**config.mk**
```make
export PLATFORM = sky130hd
export DESIGN_NAME = irq_ack_unit
export DESIGN_NICKNAME = d
export VERILOG_FILES = /design/src/rtl/irq_ack_pkg.sv /design/src/rtl/irq_link_store.sv /design/src/rtl/irq_prio_fetch.sv /design/src/rtl/irq_ack_unit.sv
export SDC_FILE = /design/constraint.sdc
export NUM_CORES = 1
export LEC_CHECK = 0
export BUFFER_PORTS_ARGS = -buffer_cell sky130_fd_sc_hd__clkbuf_2
export CORE_UTILIZATION = 62
export DETAILED_ROUTE_END_ITERATION = 12
export PLACE_DENSITY_LB_ADDON = 0.12
export RECOVER_POWER = 25
export REMOVE_ABC_BUFFERS = 1
export SLEW_MARGIN = 20
export SYNTH_ARGS = -nofsm -noshare
export SYNTH_HDL_FRONTEND = slang
export SYNTH_SLANG_ARGS = --single-unit
export TNS_END_PERCENT = 50
```
**constraint.sdc**
```tcl
create_clock -name clk -period 10.75 [get_ports clk]
set_input_delay 0.5375 -clock clk [delete_from_list [all_inputs] [get_ports clk]]
set_output_delay 0.5375 -clock clk [all_outputs]
set_load 0.05 [all_outputs]
```
**src/rtl/irq_ack_pkg.sv**
```systemverilog
package irq_ack_pkg;
    localparam int ID_W = 10;
    localparam logic [ID_W-1:0] NO_IRQ = 10'd1023;

    typedef enum logic [0:0] {
        S_IDLE,
        S_WALK
    } ack_state_e;
endpackage

```
**src/rtl/irq_link_store.sv**
```systemverilog
module irq_link_store
    import irq_ack_pkg::*;
#(
    parameter int NIRQ = 32
) (
    input  logic            clk,
    input  logic            rst_n,
    input  logic            wr_en,
    input  logic [ID_W-1:0] wr_addr,
    input  logic [ID_W-1:0] wr_data,
    input  logic [ID_W-1:0] rd0_addr,
    output logic [ID_W-1:0] rd0_data,
    input  logic [ID_W-1:0] rd1_addr,
    output logic [ID_W-1:0] rd1_data,
    input  logic [ID_W-1:0] rd2_addr,
    output logic [ID_W-1:0] rd2_data
);
    localparam int IXW = (NIRQ > 1) ? $clog2(NIRQ) : 1;
    localparam logic [ID_W-1:0] LIMIT = ID_W'(NIRQ);

    logic [ID_W-1:0] slot [NIRQ];

    for (genvar g = 0; g < NIRQ; g++) begin : g_slot
        always_ff @(posedge clk or negedge rst_n) begin
            if (!rst_n) begin
                slot[g] <= NO_IRQ;
            end else if (wr_en && wr_addr == ID_W'(g)) begin
                slot[g] <= wr_data;
            end
        end
    end

    function automatic logic [ID_W-1:0] peek(input logic [ID_W-1:0] a);
        return (a < LIMIT) ? slot[a[IXW-1:0]] : NO_IRQ;
    endfunction

    assign rd0_data = peek(rd0_addr);
    assign rd1_data = peek(rd1_addr);
    assign rd2_data = peek(rd2_addr);
endmodule

```
**src/rtl/irq_prio_fetch.sv**
```systemverilog
module irq_prio_fetch
    import irq_ack_pkg::*;
#(
    parameter int NIRQ   = 32,
    parameter int PRIO_W = 8
) (
    input  logic [NIRQ*PRIO_W-1:0] prio_flat,
    input  logic [ID_W-1:0]        id,
    output logic [PRIO_W:0]        prio
);
    localparam int IXW = (NIRQ > 1) ? $clog2(NIRQ) : 1;
    localparam logic [ID_W-1:0] LIMIT = ID_W'(NIRQ);
    localparam logic [PRIO_W:0] IDLE_PRIO = (PRIO_W+1)'(1) << PRIO_W;

    logic [IXW-1:0] ix;
    assign ix = id[IXW-1:0];

    always_comb begin
        if (id < LIMIT) begin
            prio = {1'b0, prio_flat[ix*PRIO_W +: PRIO_W]};
        end else begin
            prio = IDLE_PRIO;
        end
    end
endmodule

```
**src/rtl/irq_ack_unit.sv**
```systemverilog
module irq_ack_unit
    import irq_ack_pkg::*;
#(
    parameter int NIRQ   = 32,
    parameter int PRIO_W = 8
) (
    input  logic                   clk,
    input  logic                   rst_n,
    input  logic                   ack_req,
    input  logic [ID_W-1:0]        cand_id,
    input  logic [PRIO_W-1:0]      cand_prio,
    input  logic                   cand_one_of_n,
    input  logic                   eoi_req,
    input  logic [31:0]            eoi_word,
    input  logic [NIRQ-1:0]        src_enable,
    input  logic [NIRQ-1:0]        src_level,
    input  logic [NIRQ-1:0]        src_edge,
    input  logic [NIRQ-1:0]        src_to_cpu,
    input  logic [NIRQ*PRIO_W-1:0] prio_flat,
    output logic                   ack_valid,
    output logic [ID_W-1:0]        ack_id,
    output logic                   clr_valid,
    output logic [ID_W-1:0]        clr_id,
    output logic                   clr_all_cpus,
    output logic                   set_valid,
    output logic [ID_W-1:0]        set_id,
    output logic [ID_W-1:0]        run_id,
    output logic [PRIO_W:0]        run_prio,
    output logic                   busy
);
    localparam int IXW = (NIRQ > 1) ? $clog2(NIRQ) : 1;
    localparam int SW  = $clog2(NIRQ + 1);
    localparam logic [ID_W-1:0] LIMIT = ID_W'(NIRQ);
    localparam logic [PRIO_W:0] IDLE_PRIO = (PRIO_W+1)'(1) << PRIO_W;
    localparam logic [SW-1:0] LAST_STEP = SW'(NIRQ - 1);

    ack_state_e state_q, state_d;
    logic [ID_W-1:0] run_q, cur_q, tgt_q;
    logic [PRIO_W:0] rprio_q;
    logic [SW-1:0]   step_q;
    logic            ack_valid_q, clr_valid_q, clr_all_q, set_valid_q;
    logic [ID_W-1:0] ack_id_q, clr_id_q, set_id_q;

    logic [ID_W-1:0] eoi_id;
    logic [IXW-1:0]  eoi_ix;
    logic            idle, ack_take, ack_win;
    logic            eoi_go, eoi_repend, eoi_top, eoi_deep;
    logic            walk_hit, walk_end;
    logic [ID_W-1:0] link_run, link_cur, link_tgt;
    logic [PRIO_W:0] pred_prio;
    logic            wr_en;
    logic [ID_W-1:0] wr_addr, wr_data;

    assign eoi_id = eoi_word[ID_W-1:0];
    assign eoi_ix = eoi_id[IXW-1:0];
    assign idle   = (state_q == S_IDLE);

    // Request acceptance: acknowledge first, completion only when no acknowledge.
    assign ack_take = idle && ack_req;
    assign ack_win  = ack_take && cand_id != NO_IRQ && cand_id < LIMIT
                      && {1'b0, cand_prio} < rprio_q;
    assign eoi_go   = idle && !ack_req && eoi_req && run_q != NO_IRQ;
    assign eoi_repend = eoi_go && eoi_id < LIMIT && !src_edge[eoi_ix]
                        && src_enable[eoi_ix] && src_level[eoi_ix]
                        && src_to_cpu[eoi_ix];
    assign eoi_top  = eoi_go && eoi_id == run_q;
    assign eoi_deep = eoi_go && !eoi_top;

    // Chain walk: one link per cycle, bounded to NIRQ steps.
    assign walk_hit = !idle && tgt_q != NO_IRQ && link_cur == tgt_q;
    assign walk_end = !idle && (link_cur == NO_IRQ || walk_hit || step_q == LAST_STEP);

    assign wr_en   = ack_win || walk_hit;
    assign wr_addr = ack_win ? cand_id : cur_q;
    assign wr_data = ack_win ? run_q : link_tgt;

    irq_link_store #(.NIRQ(NIRQ)) u_links (
        .clk      (clk),
        .rst_n    (rst_n),
        .wr_en    (wr_en),
        .wr_addr  (wr_addr),
        .wr_data  (wr_data),
        .rd0_addr (run_q),
        .rd0_data (link_run),
        .rd1_addr (cur_q),
        .rd1_data (link_cur),
        .rd2_addr (tgt_q),
        .rd2_data (link_tgt)
    );

    irq_prio_fetch #(.NIRQ(NIRQ), .PRIO_W(PRIO_W)) u_prio (
        .prio_flat (prio_flat),
        .id        (link_run),
        .prio      (pred_prio)
    );

    always_comb begin
        state_d = state_q;
        unique case (state_q)
            S_IDLE:  if (eoi_deep) state_d = S_WALK;
            S_WALK:  if (walk_end) state_d = S_IDLE;
            default: state_d = S_IDLE;
        endcase
    end

    always_ff @(posedge clk or negedge rst_n) begin
        if (!rst_n) begin
            state_q <= S_IDLE;
        end else begin
            state_q <= state_d;
        end
    end

    always_ff @(posedge clk or negedge rst_n) begin
        if (!rst_n) begin
            run_q       <= NO_IRQ;
            rprio_q     <= IDLE_PRIO;
            cur_q       <= NO_IRQ;
            tgt_q       <= NO_IRQ;
            step_q      <= '0;
            ack_valid_q <= 1'b0;
            ack_id_q    <= NO_IRQ;
            clr_valid_q <= 1'b0;
            clr_id_q    <= NO_IRQ;
            clr_all_q   <= 1'b0;
            set_valid_q <= 1'b0;
            set_id_q    <= NO_IRQ;
        end else begin
            ack_valid_q <= ack_take;
            ack_id_q    <= ack_win ? cand_id : NO_IRQ;
            clr_valid_q <= ack_win;
            if (ack_win) begin
                clr_id_q  <= cand_id;
                clr_all_q <= cand_one_of_n;
            end
            set_valid_q <= eoi_repend;
            if (eoi_repend) begin
                set_id_q <= eoi_id;
            end
            if (ack_win) begin
                run_q   <= cand_id;
                rprio_q <= {1'b0, cand_prio};
            end else if (eoi_top) begin
                run_q   <= link_run;
                rprio_q <= pred_prio;
            end
            if (eoi_deep) begin
                cur_q  <= run_q;
                tgt_q  <= eoi_id;
                step_q <= '0;
            end else if (!idle) begin
                cur_q  <= link_cur;
                step_q <= step_q + 1'b1;
            end
        end
    end

    assign ack_valid    = ack_valid_q;
    assign ack_id       = ack_id_q;
    assign clr_valid    = clr_valid_q;
    assign clr_id       = clr_id_q;
    assign clr_all_cpus = clr_all_q;
    assign set_valid    = set_valid_q;
    assign set_id       = set_id_q;
    assign run_id       = run_q;
    assign run_prio     = rprio_q;
    assign busy         = (state_q == S_WALK);

    a_r1_idle_prio: assert property (@(posedge clk) disable iff (!rst_n)
        run_q == NO_IRQ |-> rprio_q == IDLE_PRIO);
    a_r2_spur_keeps_run: assert property (@(posedge clk) disable iff (!rst_n)
        ack_valid_q && ack_id_q == NO_IRQ |-> run_q == $past(run_q));
    a_r3_ack_runs: assert property (@(posedge clk) disable iff (!rst_n)
        ack_valid_q && ack_id_q != NO_IRQ |-> run_q == ack_id_q);
    a_r4_clr_pairs: assert property (@(posedge clk) disable iff (!rst_n)
        clr_valid_q |-> ack_valid_q && clr_id_q == ack_id_q);
    a_r5_set_needs_run: assert property (@(posedge clk) disable iff (!rst_n)
        set_valid_q |-> $past(run_q) != NO_IRQ);
    a_r8_walk_keeps_run: assert property (@(posedge clk) disable iff (!rst_n)
        state_q == S_WALK |=> run_q == $past(run_q));
    a_r9_busy_blocks: assert property (@(posedge clk) disable iff (!rst_n)
        busy |=> !ack_valid_q && !set_valid_q);
endmodule

```
==> impl_metrics.csv <==
group,metric,value,unit
outcome,status,"finished, violations left",
outcome,violations,"max-capacitance violations, max-slew violations",
grt,global_route.overflow_total,0,
critical_path,crit_path_cell_trace,"clkbuf_1 > clkbuf_1",
sta,setup_viol,0,
detailed_routing,number_of_drc_markers_after_the_initial_detailed_route_iteration,2801,
cts,post_cts.repair.setup_buffers,0,
sta,tightestPinTransition,5520,ps
cells_and_area,num-nets-final,3008,
sta,timing.final.max_slew_violations,179,
floorplan,floorplan.initialDensity,0.635,
worst_hold_path,min_path_type,"in2reg",
synthesis,netlist_top_cells_area,"dfstp_2, mux4_2, mux2_2",
pwr,power_density_over_cell_area,181,mW/mm2
synthesis,synth_compound_area_frac,0.0917,
floorplan,die-area,0.0453,mm2
floorplan,io_pins,493,
floorplan,dieHeight,213,um
place,placement_setup_slack,4760,ps
cells_and_area,synthToLayoutAreaGrowth,15.8,%
place,hpwl,68900,um
synthesis,yosys.area.top_type,"dfstp_2",
sta,hold-worst-slack,168,ps
sta,rsz0062_at_grt,"false",
grt,largest_net_degree_at_the_start_of_global_routing,105,
run,drv.max_cap_violation_count,2,
cells_and_area,share_of_cells_above_drive_strength_1,0.613,
synthesis,synth_simple_gate_area_share,0.0772,
place,place.gp.congestion,0.962,
cells_and_area,final_common_cell,"clkbuf_2",
cts,cts_made_buffers,45,
synthesis,synthesis.area_per_instance,12.6,um2
synthesis,synth.ff_latch_count,400,
detailed_routing,detail_routed_net_length_per_standard_cell,32.0,um
critical_path,timing.critical_path.to_type,"async pin",
sta,timing.final.hold_violations,0,
floorplan,fp.coreArea,0.0435,mm2
detailed_routing,drtAntennaViolNets,0,
critical_path,cp.arrival,7380,ps
sta,relSlewSlack,-2.68,
detailed_routing,detail_route.wirelength,102000,um
synthesis,synth_area,0.0276,mm2
detailed_routing,detailroute.via_count,23009,
place,placedCellCount,3099,
sta,timing.final.ws_setup,4100,ps
worst_hold_path,hold_path_depth,3,
critical_path,reg2reg_depth,11,
critical_path,kind_of_critical_path,"in2async",
sta,timing.final.crit_share,0.619,
cts,cts_num_sinks,400,
cells_and_area,fillers,2891,
synthesis,synthXorXnorAreaFrac,0.00762,
cells_and_area,number_of_cells_in_the_finished_layout_apart_from_fillers,3184,
cts,cts_htree_levels,2,
cts,insertion_delay,600,ps
synthesis,number_of_synthesized_flops_with_an_enable_pin,0,
cts,clk_pin_slew,60,ps
grt,grt_pass1_vias,22628,
sta,timing.clock.skew,27.0,ps
detailed_routing,drc_errors,0,
place,portBuffers,470,
critical_path,critical_path_required,11480,ps
grt,grt_antenna_before_repair,5,
cts,hold_buffers,0,
synthesis,ys_types,77,
synthesis,muxShareOfSynthArea,0.405,
floorplan,chipWidth,213,um
critical_path,cp-start-kind,"input port",
grt,grt_use_total,0.455,
detailed_routing,firstDrtPassIters,7,
floorplan,rows,76,
critical_path,worstPathBufferInverterCount,2,
grt,grt_first_pass_wirelength,148000,um
cts,cts_tree,"yes",
synthesis,synthAdderAreaFrac,0.00363,
sta,clock.fmax,150,MHz
sta,post-route-min-period,6650,ps
synthesis,synthesis.yosys.warnings,0,
synthesis,most_used_flip_flop_cell_after_synthesis,"dfstp_2",
critical_path,worst-path-stages,2,
synthesis,synthesis.instances,2182,
pwr,power_leakage,0.0136,uW
synthesis,seq_area_frac_synth,0.380,
sta,final.setup.tns,0,ps
cells_and_area,final_cell_mix,"clkbuf_2, dfstp_2, mux2_2, mux2i_1, mux4_2",
cells_and_area,final_util,0.735,
critical_path,critPathMostFrequentCell,"clkbuf_1",
cts,clock_tree.buffer_depth,3,
synthesis,combinational_family_with_the_most_area_after_synthesis,"multiplexers",
pwr,max-vdd-ir-drop,162,uV
cts,clk_root_buffer_cell,"clkbuf_16",
synthesis,area_share_of_the_largest_cell_type_after_synthesis,0.363,
critical_path,critical-path-top-delay-family,"buffers and inverters",
critical_path,critPathMaxFanout,104,
detailed_routing,viasPerCell,7.23,
cts,cts_resized,0,
critical_path,crit_path_top_delay_cell,"clkbuf_1",
critical_path,crit_path_max_incr_delay,3780,ps
synthesis,share_of_flip_flops_with_an_asynchronous_set_or_reset,1.00,
tightest hold or removal path, stage by stage:
cell and delay [ps]:
clkbuf_2 90, nand2_1 40, nand2_1 50
sequential cells by signal, summed over array words and instances, names as in the netlist, 6 cells and up:
| register | flops |
|---|---|
| ack_id | 10 |
| clr_id | 10 |
| cur_q | 10 |
| run_id | 10 |
| run_prio | 9 |
| set_id | 10 |
| step_q | 6 |
| tgt_q | 10 |
| u_links.slot | 320 |
where the power goes:
part / leakage [uW] / internal [uW] / switching (uW)
Combinational: 0.00873 / 882 / 1430
Clock: 0.000718 / 888 / 656
Sequential: 0.00419 / 1640 / 276
synth_stat cells (12+ instances only):
library cell  count
and2_1           16
nor2_1           54
mux2_2          335
nand2b_1         17
o22ai_2          22
nand4b_1         36
nand4_1          17
nor3_1           16
o21ai_0          21
buf_1            35
buf_4            13
a21oi_1          34
nor2b_1          20
a211oi_1         24
inv_1            35
o211ai_1         18
nand2_1         129
nand3_1          54
dfrtp_1          19
a31oi_1          15
mux2i_1         236
a21o_1           12
a22oi_1          75
o22ai_1          17
clkbuf_1        110
mux4_2          224
dfstp_2         381
xor2_1           15
buf_2            32
layer usage:
layer | part of all wire | up-vias | global-route usage
li1 | - | 9355 | -
met1 | 0.36 | 11593 | 0.572
met2 | 0.44 | 1632 | 0.645
met3 | 0.14 | 425 | 0.183
met4 | 0.073 | 4 | 0.308
met5 | 0.00025 | - | 0
kinds of logic (layout without fill, tap and decap cells):
logic type      after synthesis  after routing
buf+inv                     226            639
flops                       400            400
xor+xnor                     24             24
other cells                   0              4
fa+ha+maj                     8              8
compound gates              323            323
simple gates                406            406
mux                         795            795
area by class of cell:
type	count	area (um2)	share of cell area
Multi-Input combinational cell	1556	16400	0.512
Sequential cell	400	10500	0.329
Timing Repair Buffer	523	2750	0.0861
Clock buffer	64	1300	0.0406
Tap cell	585	732	0.0229
Clock inverter	17	151	0.00474
Inverter	35	131	0.00411
Antenna cell	4	10.0	0.000313
final timing paths:
kind                                       start                            end  slack, ps
setup reg to reg            cur_q[0]$_DFFE_PN1P_  u_links.slot[303]$_DFFE_PN1P_       4560
hold reg to reg            set_id[0]$_DFFE_PN1P_          set_id[0]$_DFFE_PN1P_        460
setup / recovery                           rst_n  u_links.slot[192]$_DFFE_PN1P_       4100
max in group clk            cur_q[0]$_DFFE_PN1P_  u_links.slot[303]$_DFFE_PN1P_       4560
hold / removal                     cand_one_of_n       clr_all_cpus$_DFFE_PN0P_        170
min in group asynchronous                  rst_n            set_valid$_DFF_PN0_       2050
per-stage QoR:
step / total power [uW] / cell area, um2
after floorplan: 3380 / 26800
after global placement: 4110 / 30400
after detailed placement: 4160 / 30500
after CTS: 5690 / 31900
after global routing: 5950 / 31900
final: 5770 / 31900
Note: power is estimated with default switching activity, not from simulation.
